### src/rtl/spill_gate_pkg.sv
package spill_gate_pkg;

  typedef enum logic [1:0] {
    SEQ_IDLE  = 2'd0,
    SEQ_WAIT  = 2'd1,
    SEQ_SPILL = 2'd2
  } seq_state_t;

  // Strobes from control to datapath
  typedef struct packed {
    logic phaseClr;   // zero the phase counter
    logic phaseRun;   // count ticks in the current phase
    logic selDur;     // 1: compare against duration, 0: against delay
    logic repClr;     // hold the repeat timer at zero
  } spill_strobe_t;

endpackage

### src/rtl/spill_gate_dp.sv
module spill_gate_dp
  import spill_gate_pkg::*;
#(
  parameter int DLY_W = 16,
  parameter int REP_W = 16,
  parameter int DUR_W = 31
) (
  input  logic               clk,
  input  logic               rstN,
  input  logic               msTick,
  input  logic [DLY_W-1:0]   delayMs,
  input  logic [REP_W-1:0]   repeatMs,
  input  logic [DUR_W-1:0]   durationMs,
  input  spill_strobe_t      strobe,
  output logic               phaseHit,
  output logic               repHit
);

  localparam int PW = DUR_W + 1;
  localparam int RW = REP_W + 1;

  logic [DUR_W-1:0] phaseCnt;
  logic [REP_W-1:0] repCnt;
  logic [DUR_W-1:0] phaseTarget;
  logic             repWrap;

  assign phaseTarget = strobe.selDur ? durationMs : DUR_W'(delayMs);

  // A phase ends on the tick that brings the count up to its target
  assign phaseHit = strobe.phaseRun && msTick &&
                    ((PW'(phaseCnt) + PW'(1)) >= PW'(phaseTarget));

  always_ff @(posedge clk) begin
    if (!rstN || strobe.phaseClr) begin
      phaseCnt <= '0;
    end else if (strobe.phaseRun && msTick) begin
      phaseCnt <= phaseCnt + DUR_W'(1);
    end
  end

  // Repeat timer: counts ticks and wraps every repeatMs ticks
  assign repWrap = (RW'(repCnt) + RW'(1)) >= RW'(repeatMs);
  assign repHit  = msTick && !strobe.repClr && repWrap && (repeatMs != '0);

  always_ff @(posedge clk) begin
    if (!rstN || strobe.repClr) begin
      repCnt <= '0;
    end else if (msTick) begin
      repCnt <= repWrap ? '0 : repCnt + REP_W'(1);
    end
  end

  // while the repeat interval is held, the count stays below it
  p_rep_in_range_r7: assert property (@(posedge clk) disable iff (!rstN)
    (repeatMs != '0 && $stable(repeatMs) && !strobe.repClr && $past(repCnt) < repeatMs)
      |-> repCnt < repeatMs);

endmodule

### src/rtl/spill_gate_ctrl.sv
module spill_gate_ctrl
  import spill_gate_pkg::*;
#(
  parameter int DLY_W = 16,
  parameter int DUR_W = 31
) (
  input  logic               clk,
  input  logic               rstN,
  input  logic               extSpillIn,
  input  logic               extEnable,
  input  logic               timerEnable,
  input  logic               softSpill,
  input  logic               gateMode,
  input  logic [DLY_W-1:0]   delayMs,
  input  logic [DUR_W-1:0]   durationMs,
  input  logic               phaseHit,
  input  logic               repHit,
  output spill_strobe_t      strobe,
  output logic               spillGate,
  output logic               spillStart
);

  seq_state_t stateQ, stateD;
  logic reqPrevQ, gateQ, startQ;
  logic reqLvl, reqRise, startEv, allOff, gateD;

  assign allOff  = !extEnable && !timerEnable && !softSpill;
  assign reqLvl  = (extEnable && extSpillIn) || softSpill;
  assign reqRise = reqLvl && !reqPrevQ;
  assign startEv = (!gateMode && reqRise) || repHit;

  always_comb begin
    stateD          = stateQ;
    strobe.phaseClr = 1'b0;
    strobe.phaseRun = 1'b0;
    strobe.selDur   = (stateQ == SEQ_SPILL);
    strobe.repClr   = !timerEnable;
    if (allOff) begin
      stateD          = SEQ_IDLE;
      strobe.phaseClr = 1'b1;
      strobe.repClr   = 1'b1;
    end else begin
      unique case (stateQ)
        SEQ_IDLE: begin
          if (startEv) begin
            strobe.phaseClr = 1'b1;
            if (delayMs != '0)         stateD = SEQ_WAIT;
            else if (durationMs != '0) stateD = SEQ_SPILL;
          end
        end
        SEQ_WAIT: begin
          strobe.phaseRun = 1'b1;
          if (phaseHit) begin
            strobe.phaseClr = 1'b1;
            stateD = (durationMs != '0) ? SEQ_SPILL : SEQ_IDLE;
          end
        end
        SEQ_SPILL: begin
          strobe.phaseRun = 1'b1;
          if (phaseHit) begin
            strobe.phaseClr = 1'b1;
            stateD = SEQ_IDLE;
          end
        end
        default: stateD = SEQ_IDLE;
      endcase
    end
  end

  assign gateD = !allOff && ((stateD == SEQ_SPILL) || (gateMode && reqLvl));

  always_ff @(posedge clk) begin
    if (!rstN) begin
      stateQ   <= SEQ_IDLE;
      reqPrevQ <= 1'b0;
      gateQ    <= 1'b0;
      startQ   <= 1'b0;
    end else begin
      stateQ   <= stateD;
      reqPrevQ <= reqLvl;
      gateQ    <= gateD;
      startQ   <= gateD && !gateQ;
    end
  end

  assign spillGate  = gateQ;
  assign spillStart = startQ;

  // strobe only together with a fresh gate, and every fresh gate has one
  p_strobe_on_rise_r9: assert property (@(posedge clk) disable iff (!rstN)
    $rose(gateQ) |-> startQ);
  p_strobe_single_r9: assert property (@(posedge clk) disable iff (!rstN)
    startQ |=> !startQ);

  // all sources off closes the gate on the next clock
  p_all_off_r10: assert property (@(posedge clk) disable iff (!rstN)
    allOff |=> !gateQ);

  // gate mode passes an active request level
  p_gate_level_r2: assert property (@(posedge clk) disable iff (!rstN)
    (gateMode && reqLvl && !allOff) |=> gateQ);

  // a running spill stays in place until its phase ends
  p_spill_holds_r8: assert property (@(posedge clk) disable iff (!rstN)
    (stateQ == SEQ_SPILL && !allOff && !phaseHit) |=> stateQ == SEQ_SPILL);

  // zero duration never reaches the spill phase from idle
  p_zero_dur_r6: assert property (@(posedge clk) disable iff (!rstN)
    (stateQ == SEQ_IDLE && durationMs == '0) |=> stateQ != SEQ_SPILL);

endmodule

### src/rtl/spill_gate_gen.sv
module spill_gate_gen
  import spill_gate_pkg::*;
#(
  parameter int DLY_W = 16,
  parameter int REP_W = 16,
  parameter int DUR_W = 31
) (
  input  logic               clk,
  input  logic               rstN,
  input  logic               msTick,
  input  logic               extSpillIn,
  input  logic               extEnable,
  input  logic               timerEnable,
  input  logic               softSpill,
  input  logic               gateMode,
  input  logic [DLY_W-1:0]   delayMs,
  input  logic [REP_W-1:0]   repeatMs,
  input  logic [DUR_W-1:0]   durationMs,
  output logic               spillGate,
  output logic               spillStart
);

  spill_strobe_t strobe;
  logic phaseHit, repHit;

  spill_gate_ctrl #(.DLY_W(DLY_W), .DUR_W(DUR_W)) ctrl_i (
    .clk(clk), .rstN(rstN),
    .extSpillIn(extSpillIn), .extEnable(extEnable),
    .timerEnable(timerEnable), .softSpill(softSpill), .gateMode(gateMode),
    .delayMs(delayMs), .durationMs(durationMs),
    .phaseHit(phaseHit), .repHit(repHit),
    .strobe(strobe), .spillGate(spillGate), .spillStart(spillStart)
  );

  spill_gate_dp #(.DLY_W(DLY_W), .REP_W(REP_W), .DUR_W(DUR_W)) dp_i (
    .clk(clk), .rstN(rstN), .msTick(msTick),
    .delayMs(delayMs), .repeatMs(repeatMs), .durationMs(durationMs),
    .strobe(strobe), .phaseHit(phaseHit), .repHit(repHit)
  );

endmodule

### config.mk
export PLATFORM = sky130hd
export DESIGN_NAME = spill_gate_gen
export DESIGN_NICKNAME = d
export VERILOG_FILES = /design/src/rtl/spill_gate_pkg.sv /design/src/rtl/spill_gate_dp.sv /design/src/rtl/spill_gate_ctrl.sv /design/src/rtl/spill_gate_gen.sv
export SDC_FILE = /design/constraint.sdc
export NUM_CORES = 1
export LEC_CHECK = 0
export ABC_AREA = 1
export BUFFER_PORTS_ARGS = -buffer_cell sky130_fd_sc_hd__buf_2
export CORE_UTILIZATION = 52
export DETAILED_ROUTE_END_ITERATION = 8
export PLACE_DENSITY = 0.73
export SYNTH_ARGS = -nofsm -noshare
export SYNTH_HDL_FRONTEND = slang
export SYNTH_SLANG_ARGS = --single-unit
### constraint.sdc
create_clock -name clk -period 4.5 [get_ports clk]
set_clock_uncertainty 0.05 [all_clocks]
set_input_delay 0.9 -clock clk [delete_from_list [all_inputs] [get_ports clk]]
set_output_delay 0.9 -clock clk [all_outputs]
set_load 0.1 [all_outputs]
==> flow_summary_export.csv, run 1 <==
group,metric,value,unit
grt,grt_pass1_wl,19840,um
pwr,p_per_area,232.4,mW/mm2
die,die_area,0.009488,mm2
drt,first_pass_iters,4,
pwr,p_switching,405.5,uW
flow_run,drv_cap,0,
grt,grt_max_degree,47,
placement,gp_congestion,0.9816,
finish,mostFrequentLayoutCells,"211 x nand2_1, 94 x inv_1, 73 x nor2_1, 72 x buf_2, 53 x ha_1",
yosys,seq_area_frac_synth,21.99,%
yosys,synth_area,0.004733,mm2
yosys,synth_edf_count,0,
cts,cts_sinks,52,
die,pin_count,73,
yosys,synth-seq-cells,52,
hold_path,hp-class,"register to register",
timing,finalSetupTns,0,ns
yosys,syn_area_per_cell,6.431,um2
cts,insertion_delay,0.31,ns
finish,nNetsFinal,926,
die,die_w,97.41,um
finish,layout-drive-gt1-share,16.94,%
critical_path,r2r-start,"dp_i.phaseCnt[0]",
drt,wl,11420,um
critical_path,timing.rr.end,"dp_i.phaseCnt[26]",
die,die_y,97.41,um
die,start_util,54.01,%
timing,relSlewSlack,59.38,%
drt,vias,4746,
grt,grt_usage,25.07,%
hold_path,hold_path_end,"ctrl_i.spillStart",
placement,numPortBuffers,72,
cts,numCtsBuffers,5,
critical_path,end_kind,"register",
pwr,p_clk_share,31.9,%
drt,drc_errors,0,
placement,dp.cells,903,
drt,ant_nets,0,
critical_path,crit_fanout,31,
yosys,syn-num-nets,860,
placement,pre_cts_ws,0.6344,ns
pwr,seq_power_share,40.4,%
critical_path,arrival,4.13,ns
timing,slew_viol_final,0,
cts,htree_num_levels,2,
cts,cts_hold_buf,0,
cts,root_buffer,"clkbuf_8",
die,core_area,0.008763,mm2
placement,hpwl,9312,um
pwr,vdd_ir_drop_max,0.1306,mV
cts,post_cts_buffers,0,
pwr,intPower,826.9,uW
drt,viasPerCell,5.210,
critical_path,crit_path_start_kind,"register",
timing,fin_crit_sh,88.80,%
hold_path,hold_depth,1,
yosys,ys.warnings.count,0,
cts,cts-resized-gates,0,
timing,final_hold_viol_count,0,
yosys,synth_ff_type,"dfxtp_1",
hold_path,hp-start,"ctrl_i.spillGate",
critical_path,required,4.63,ns
yosys,syn_inst,736,
finish,final_common_cell,"nand2_1",
cts,cts_tree,"built",
drt,routedWlPerCell,12.54,um
critical_path,crit_type,"register to register",
pwr,sw_frac_of_total,32.90,%
cts,clk_pin_slew,0.11,ns
timing,setup_ws,0.5042,ns
timing,tightest_slew,0.6038,ns
finish,syn_to_final_growth,12.03,%
status,outcome,"complete, no violations",
timing,layout_min_cycle_time,3.996,ns
critical_path,ff2ff_path_depth,18,
yosys,async_flop_share,0,%
grt,grt-ovfl-total,0,
pwr,finalPower,1232,uW
yosys,yosysUniqueCellTypes,33,
pwr,power_leakage,0.002632,uW
cts,cts_buffer_depth,2,
drt,drtIter0Drc,172,
grt,grt_antenna_before_repair,0,
die,rows,34,
critical_path,reg2reg_setup_slack,0.50,ns
timing,setup_viol,0,
pwr,pwr-share-comb,27.8,%
finish,diodes,0,
timing,hold_slack,0.3632,ns
timing,max_freq,0.2503,GHz
grt,grt_pass1_vias,4563,
timing,grt_setup_unrepaired,"false",
finish,instances_no_fill,911,
==> synth_stat cells (10+ instances only) <==
master | number | area [um2]
nand2_1 | 211 | 792.0
inv_1 | 94 | 352.8
nor2_1 | 73 | 274.0
ha_1 | 53 | 663.1
dfxtp_1 | 52 | 1041
o21ai_0 | 44 | 220.2
a21oi_1 | 39 | 195.2
xor2_1 | 36 | 315.3
nand3_1 | 19 | 95.09
nor2_2 | 18 | 112.6
nor4_1 | 14 | 87.58
nand4_1 | 11 | 68.82
a21oi_2 | 10 | 87.58
nand2_2 | 10 | 62.56
==> how the worst max path moves through the flow <==
stage               depth (start not counted)             start  slack, ns                 to
floorplan                                  21  dp_i.phaseCnt[0]       1.40  dp_i.phaseCnt[10]
global placement                           20  dp_i.phaseCnt[0]       0.89  dp_i.phaseCnt[30]
detailed placement                         18  dp_i.phaseCnt[0]       0.63  dp_i.phaseCnt[19]
CTS                                        18  dp_i.phaseCnt[0]       0.58  dp_i.phaseCnt[19]
global route                               18  dp_i.phaseCnt[0]       0.20  dp_i.phaseCnt[25]
finish                                     18  dp_i.phaseCnt[0]       0.50  dp_i.phaseCnt[26]
==> stage by stage <==
stage | util, % | cell area (um2)
6_report | 60.51 | 5303
3_5_place_dp | 58.94 | 5165
2_1_floorplan | - | 4733
5_1_grt | 60.51 | 5303
3_3_place_gp | 58.94 | 5165
4_1_cts | 60.51 | 5303
==> cells by family after synthesis <==
kind of cell             Yosys count  synth area share, %
AO/OA/AOI/OAI                    100                11.71
XOR/XNOR                          38                7.031
adder cells (fa/ha/maj)           53                14.01
buffers and inverters            113                9.595
flip-flops                        52                21.99
multiplexers                       3               0.6344
AND/OR/NAND/NOR                  377                35.02
==> per-layer routing <==
| layer | routed length (um) | GRT usage, % |
|---|---|---|
| met3 | 441 | 3.597 |
| met4 | 214 | 8.484 |
| met1 | 5243 | 31.43 |
| met2 | 5521 | 43.79 |
| met5 | 0 | 0 |
==> layout make-up <==
class	count	area, um2
Fill cell	850	3461
Inverter	96	360.3
Multi-Input combinational cell	571	3238
Clock buffer	5	68.82
Tap cell	108	135.1
Sequential cell	52	1041
Clock inverter	3	68.82
Timing Repair Buffer	76	390.4
==> power groups by stage <==
stage	Sequential (uW)	Clock [uW]	Combinational (uW)
2_1_floorplan	518	0	238
3_3_place_gp	507	0	328
3_5_place_dp	508	0	340
4_1_cts	497	400	343
5_1_grt	501	421	390
6_report	497	393	342
==> sequential cells by signal (all words and copies together) (netlist names) <==
register and flops:
ctrl_i.spillStart 1, ctrl_i.spillGate 1, dp_i.phaseCnt 31, ctrl_i.reqPrevQ 1, ctrl_i.stateQ 2, dp_i.repCnt 16
==> worst max-delay path: stages (launching register included) <==
cell and delay (ns):
dfxtp_1 0.41, ha_1 0.23, nand4_1 0.13, nor2_1 0.15, inv_1 0.07, nor4_1 0.41
nand4_1 0.24, nor2_1 0.18, xor2_1 0.24, ha_1 0.19, nand4_1 0.15, nor3_1 0.40
nand3_2 0.14, nand3_2 0.12, nand2_2 0.07, a21oi_2 0.13, nor2_2 0.06, nand2_4 0.38
nor2_1 0.08
No activity file was read; power rests on OpenSTA's default activity.
==> run 2: changes to the inputs <==
- CORE_UTILIZATION: 52 -> 63
- PLACE_DENSITY: 0.73 -> 0.86
==> run 2 against run 1 <==
- register-to-register slack gained 0.10 ns
- cell area fell by 0.64%
- clock power down 12%
- critical path type unchanged
- largest cell class unchanged
- highest routed layer unchanged
==> flow_summary_export.csv, run 2 (same netlist as run 1, synthesis figures left out) <==
group,metric,value,unit
status,outcome,"complete, no violations",
cts,cts_hold_buf,0,
timing,slew_viol_final,0,
timing,grt_setup_unrepaired,"false",
critical_path,crit_fanout,31,
placement,hpwl,9383,um
timing,tightest_slew,0.7176,ns
finish,fillers,633,
finish,syn_to_final_growth,11.31,%
drt,vias,4896,
critical_path,arrival,4.04,ns
critical_path,required,4.64,ns
placement,numPortBuffers,72,
grt,grt_pass1_wl,18890,um
timing,setup_viol,0,
cts,post_cts_buffers,0,
finish,regMostFlops,"dp_i.phaseCnt",
pwr,p_per_area,225.3,mW/mm2
pwr,power_leakage,0.002618,uW
drt,drtIter0Drc,267,
cts,insertion_delay,0.32,ns
timing,finalSetupTns,0,ns
critical_path,max_stage_delay,0.42,ns
cts,cts-resized-gates,0,
timing,final_hold_viol_count,0,
cts,cts_sinks,52,
cts,clk_pin_slew,0.11,ns
drt,ant_nets,0,
timing,layout_min_cycle_time,3.896,ns
cts,cts_buffer_depth,2,
placement,dp.cells,894,
cts,htree_num_levels,2,
pwr,vdd_ir_drop_max,0.1736,mV
die,die_w,88.68,um
die,start_util,65.26,%
critical_path,critPathSlowestCell,"dfxtp_1",
timing,relSlewSlack,51.72,%
drt,viasPerCell,5.428,
timing,hold_slack,0.3745,ns
finish,layout-drive-gt1-share,16.94,%
drt,routedWlPerCell,12.94,um
finish,multi_input_comb_area,0.003238,mm2
drt,drc_errors,0,
die,die_y,88.68,um
drt,wl,11680,um
finish,area.sequential,0.001041,mm2
hold_path,hold_depth,1,
grt,grt_antenna_before_repair,0,
timing,max_freq,0.2567,GHz
timing,fin_crit_sh,86.57,%
critical_path,path_cells,"ha_1 -> nand4_1 -> nor2_1 -> inv_1 -> nor4_1 -> nand4_1 -> nor2_1 -> xor2_1 -> ha_1 -> nand4_1 -> nor3_1 -> nand3_2 -> nand3_2 -> nand2_2 -> a21oi_2 -> nor2_2 -> nand2_4 -> nor2_1",
critical_path,ff2ff_path_depth,18,
critical_path,crit_type,"register to register",
finish,largestRegisters,"dp_i.phaseCnt x31, dp_i.repCnt x16, ctrl_i.stateQ x2",
grt,grt-ovfl-total,0,
cts,numCtsBuffers,5,
finish,largest_reg_flops,31,
cts,root_buffer,"clkbuf_8",
finish,instances_no_fill,902,
finish,nNetsFinal,926,
critical_path,crit_path_start_kind,"register",
finish,mostFrequentLayoutCells,"211 x nand2_1, 94 x inv_1, 73 x nor2_1, 72 x buf_2, 53 x ha_1",
critical_path,end_kind,"register",
flow_run,drv_cap,0,
die,core_area,0.007253,mm2
grt,grt_pass1_vias,4476,
die,pin_count,73,
drt,first_pass_iters,7,
grt,grt_max_degree,47,
cts,cts_tree,"built",
grt,grt_usage,30.55,%
die,rows,31,
die,die_area,0.007864,mm2
hold_path,hp-class,"register to register",
finish,final_common_cell,"nand2_1",
pwr,finalPower,1187,uW
finish,diodes,0,
placement,gp_congestion,0.9409,
[run 2: changes by cell type in the layout (fill, tap and decap cells not counted), sizes merged]
| cell | delta |
|---|---|
| bufinv | -1 |
| clkinvlp | +1 |
[run 2: final cells by class]
cell class	count	share of cell area, %
clock buffer	5	1.306
clock inverter	3	0.8787
inverter	96	6.839
multi-input combinational	571	61.46
sequential	52	19.76
tap	99	2.351
timing repair buffer	76	7.409
[run 2: metal layers]
layer / GRT usage (%) / share of wire [%] / wire length [um]
met5: 0 / 0 / 0
met4: 11.88 / 2.1 / 249
met3: 5.410 / 5.5 / 641
met2: 55.66 / 50 / 5787
met1: 35.35 / 43 / 4998
[run 2: worst paths after layout]
check	start	end	slack, ns
min reg2reg	ctrl_i.spillGate	ctrl_i.spillStart	0.37
max	dp_i.phaseCnt[0]	dp_i.phaseCnt[18]	0.60
min	ctrl_i.spillGate	ctrl_i.spillStart	0.37
max reg2reg	dp_i.phaseCnt[0]	dp_i.phaseCnt[18]	0.60
[run 2: through the flow]
step,cell area [um2],utilization [%],setup slack [ns]
after global routing,5269,72.64,0.3022
after CTS,5269,72.64,0.6147
final,5269,72.64,0.6043
after global placement,5154,71.05,0.9179
after floorplan,4733,-,1.403
after detailed placement,5154,71.05,0.6977
[run 2: power breakdown]
part / internal (uW) / switching (uW)
Combinational: 124 / 221
Clock: 168 / 177
Sequential: 479 / 18.4
Total: 771 / 416
[run 2: critical path, delay by kind of cell (launching register included)]
family | cells | cell delay [ns]
adder cells (fa/ha/maj) | 2 | 0.55
AO/OA/AOI/OAI | 1 | 0.13
AND/OR/NAND/NOR | 13 | 2.42
flip-flops | 1 | 0.42
buffers and inverters | 1 | 0.07
XOR/XNOR | 1 | 0.10
==> run 3: changes to the inputs <==
- clock period: 4.5 -> 4.6 ns (I/O delays scaled with it)
==> run 3 against run 2 <==
- combinational power fell by 3%
- setup slack improved by 0.086 ns
- register-to-register slack improved by 0.09 ns
- cell count fell by 0.11%
==> flow_summary_export.csv, run 3 (same netlist as run 1, synthesis figures left out) <==
group,metric,value,unit
die,start_util,65.26,%
pwr,vdd_ir_drop_max,0.1429,mV
critical_path,arrival,4.04,ns
die,die_w,88.68,um
pwr,p_per_area,210.8,mW/mm2
finish,regMostFlops,"dp_i.phaseCnt",
timing,setup_viol,0,
timing,max_freq,0.2558,GHz
timing,final_hold_viol_count,0,
cts,cts_tree,"built",
grt,grt_antenna_before_repair,0,
drt,ant_nets,0,
timing,relSlewSlack,42.32,%
timing,finalSetupTns,0,ns
die,core_area,0.007253,mm2
die,die_y,88.68,um
finish,final_common_cell,"nand2_1",
finish,largest_reg_flops,31,
drt,viasPerCell,5.351,
finish,area.sequential,0.001041,mm2
finish,instances_no_fill,901,
timing,slew_viol_final,0,
drt,drc_errors,0,
cts,cts_buffer_depth,2,
grt,grt-ovfl-total,0,
cts,root_buffer,"clkbuf_8",
cts,cts_hold_buf,0,
pwr,power_leakage,0.002609,uW
finish,nNetsFinal,925,
cts,cts_sinks,52,
finish,syn_to_final_growth,10.76,%
drt,drtIter0Drc,212,
grt,grt_pass1_wl,18790,um
cts,insertion_delay,0.32,ns
drt,vias,4821,
flow_run,drv_cap,0,
die,die_area,0.007864,mm2
status,outcome,"complete, no violations",
placement,gp_congestion,0.9049,
cts,cts-resized-gates,0,
grt,grt_usage,30.31,%
finish,postLayoutCellArea,0.005243,mm2
drt,wl,11410,um
timing,grt_setup_unrepaired,"false",
finish,layout-drive-gt1-share,16.83,%
critical_path,crit_path_start,"dp_i.phaseCnt[0]",
cts,post_cts_buffers,0,
die,rows,31,
finish,largestRegisters,"dp_i.phaseCnt x31, dp_i.repCnt x16, ctrl_i.stateQ x2",
critical_path,required,4.73,ns
critical_path,r2r-start,"dp_i.phaseCnt[0]",
drt,routedWlPerCell,12.67,um
placement,hpwl,9319,um
critical_path,crit_type,"register to register",
cts,htree_num_levels,2,
cts,numCtsBuffers,5,
drt,first_pass_iters,4,
timing,tightest_slew,0.8652,ns
hold_path,hp-class,"register to register",
hold_path,hp-start,"ctrl_i.spillGate",
timing,fin_crit_sh,85.00,%
placement,placed_cell_area,0.005146,mm2
finish,multi_input_comb_area,0.003238,mm2
finish,diodes,0,
cts,clk_pin_slew,0.11,ns
timing,layout_min_cycle_time,3.910,ns
die,pin_count,73,
placement,dp.cells,893,
critical_path,end_kind,"register",
grt,grt_pass1_vias,4400,
finish,fillers,625,
critical_path,crit_fanout,31,
finish,mostFrequentLayoutCells,"211 x nand2_1, 94 x inv_1, 73 x nor2_1, 72 x buf_2, 53 x ha_1",
critical_path,crit_path_start_kind,"register",
placement,numPortBuffers,72,
grt,grt_max_degree,47,
finish,utilization,72.28,%
==> run 3: cell types whose count changed in the layout (fill, tap and decap cells not counted) <==
cell / change
clkinvlp_4: -1
bufinv_16: -1
clkbuf_8: +1
buf_4: -1
clkinv_2: +1
==> run 3: area by class of cell <==
type,instances,share of cell area (%)
Multi-Input combinational cell,571,61.77
Sequential cell,52,19.86
Clock buffer,6,1.575
Clock inverter,2,0.2625
Inverter,96,6.874
Tap cell,99,2.363
Timing Repair Buffer,75,7.303
==> run 3: power by group <==
group	total (uW)	internal [uW]	switching (uW)
clock	286	124	163
sequential	486	469	17.3
combinational	333	120	213
total	1110	712	393
==> run 3: final timing paths <==
check,endpoint,slack [ns],cells after the start
max,dp_i.phaseCnt[18],0.69,18
min,ctrl_i.spillStart,0.37,1
max reg2reg,dp_i.phaseCnt[18],0.69,18
min reg2reg,ctrl_i.spillStart,0.37,1
==> run 3: routing by layer <==
layer | up-vias | share of wire (%) | GRT usage, %
met3 | 24 | 5.6 | 5.131
li1 | 2490 | - | -
met2 | 147 | 50 | 54.83
met4 | 0 | 2.1 | 11.00
met5 | - | 0 | 0
met1 | 2160 | 42 | 35.87
==> run 3: worst max-delay path: stages (launching register included) <==
cell     delay [ns]
dfxtp_1        0.41
ha_1           0.23
nand4_1        0.14
nor2_1         0.14
inv_1          0.07
nor4_1         0.41
nand4_1        0.24
nor2_1         0.19
xor2_1         0.11
ha_1           0.31
nand4_1        0.12
nor3_1         0.32
nand3_2        0.13
nand3_2        0.11
nand2_2        0.07
a21oi_2        0.15
nor2_2         0.06
nand2_4        0.38
nor2_1         0.09
==> run 3: metrics by stage <==
| stage | total power [uW] | hold slack, ns | setup slack (ns) |
|---|---|---|---|
| 2_1_floorplan | 738.9 | 0.3953 | 1.503 |
| 3_3_place_gp | 813.3 | 0.3495 | 1.009 |
| 3_5_place_dp | 826.3 | 0.3473 | 0.7918 |
| 4_1_cts | 1107 | 0.3748 | 0.7663 |
| 5_1_grt | 1175 | 0.3837 | 0.3370 |
| 6_report | 1105 | 0.3684 | 0.6901 |
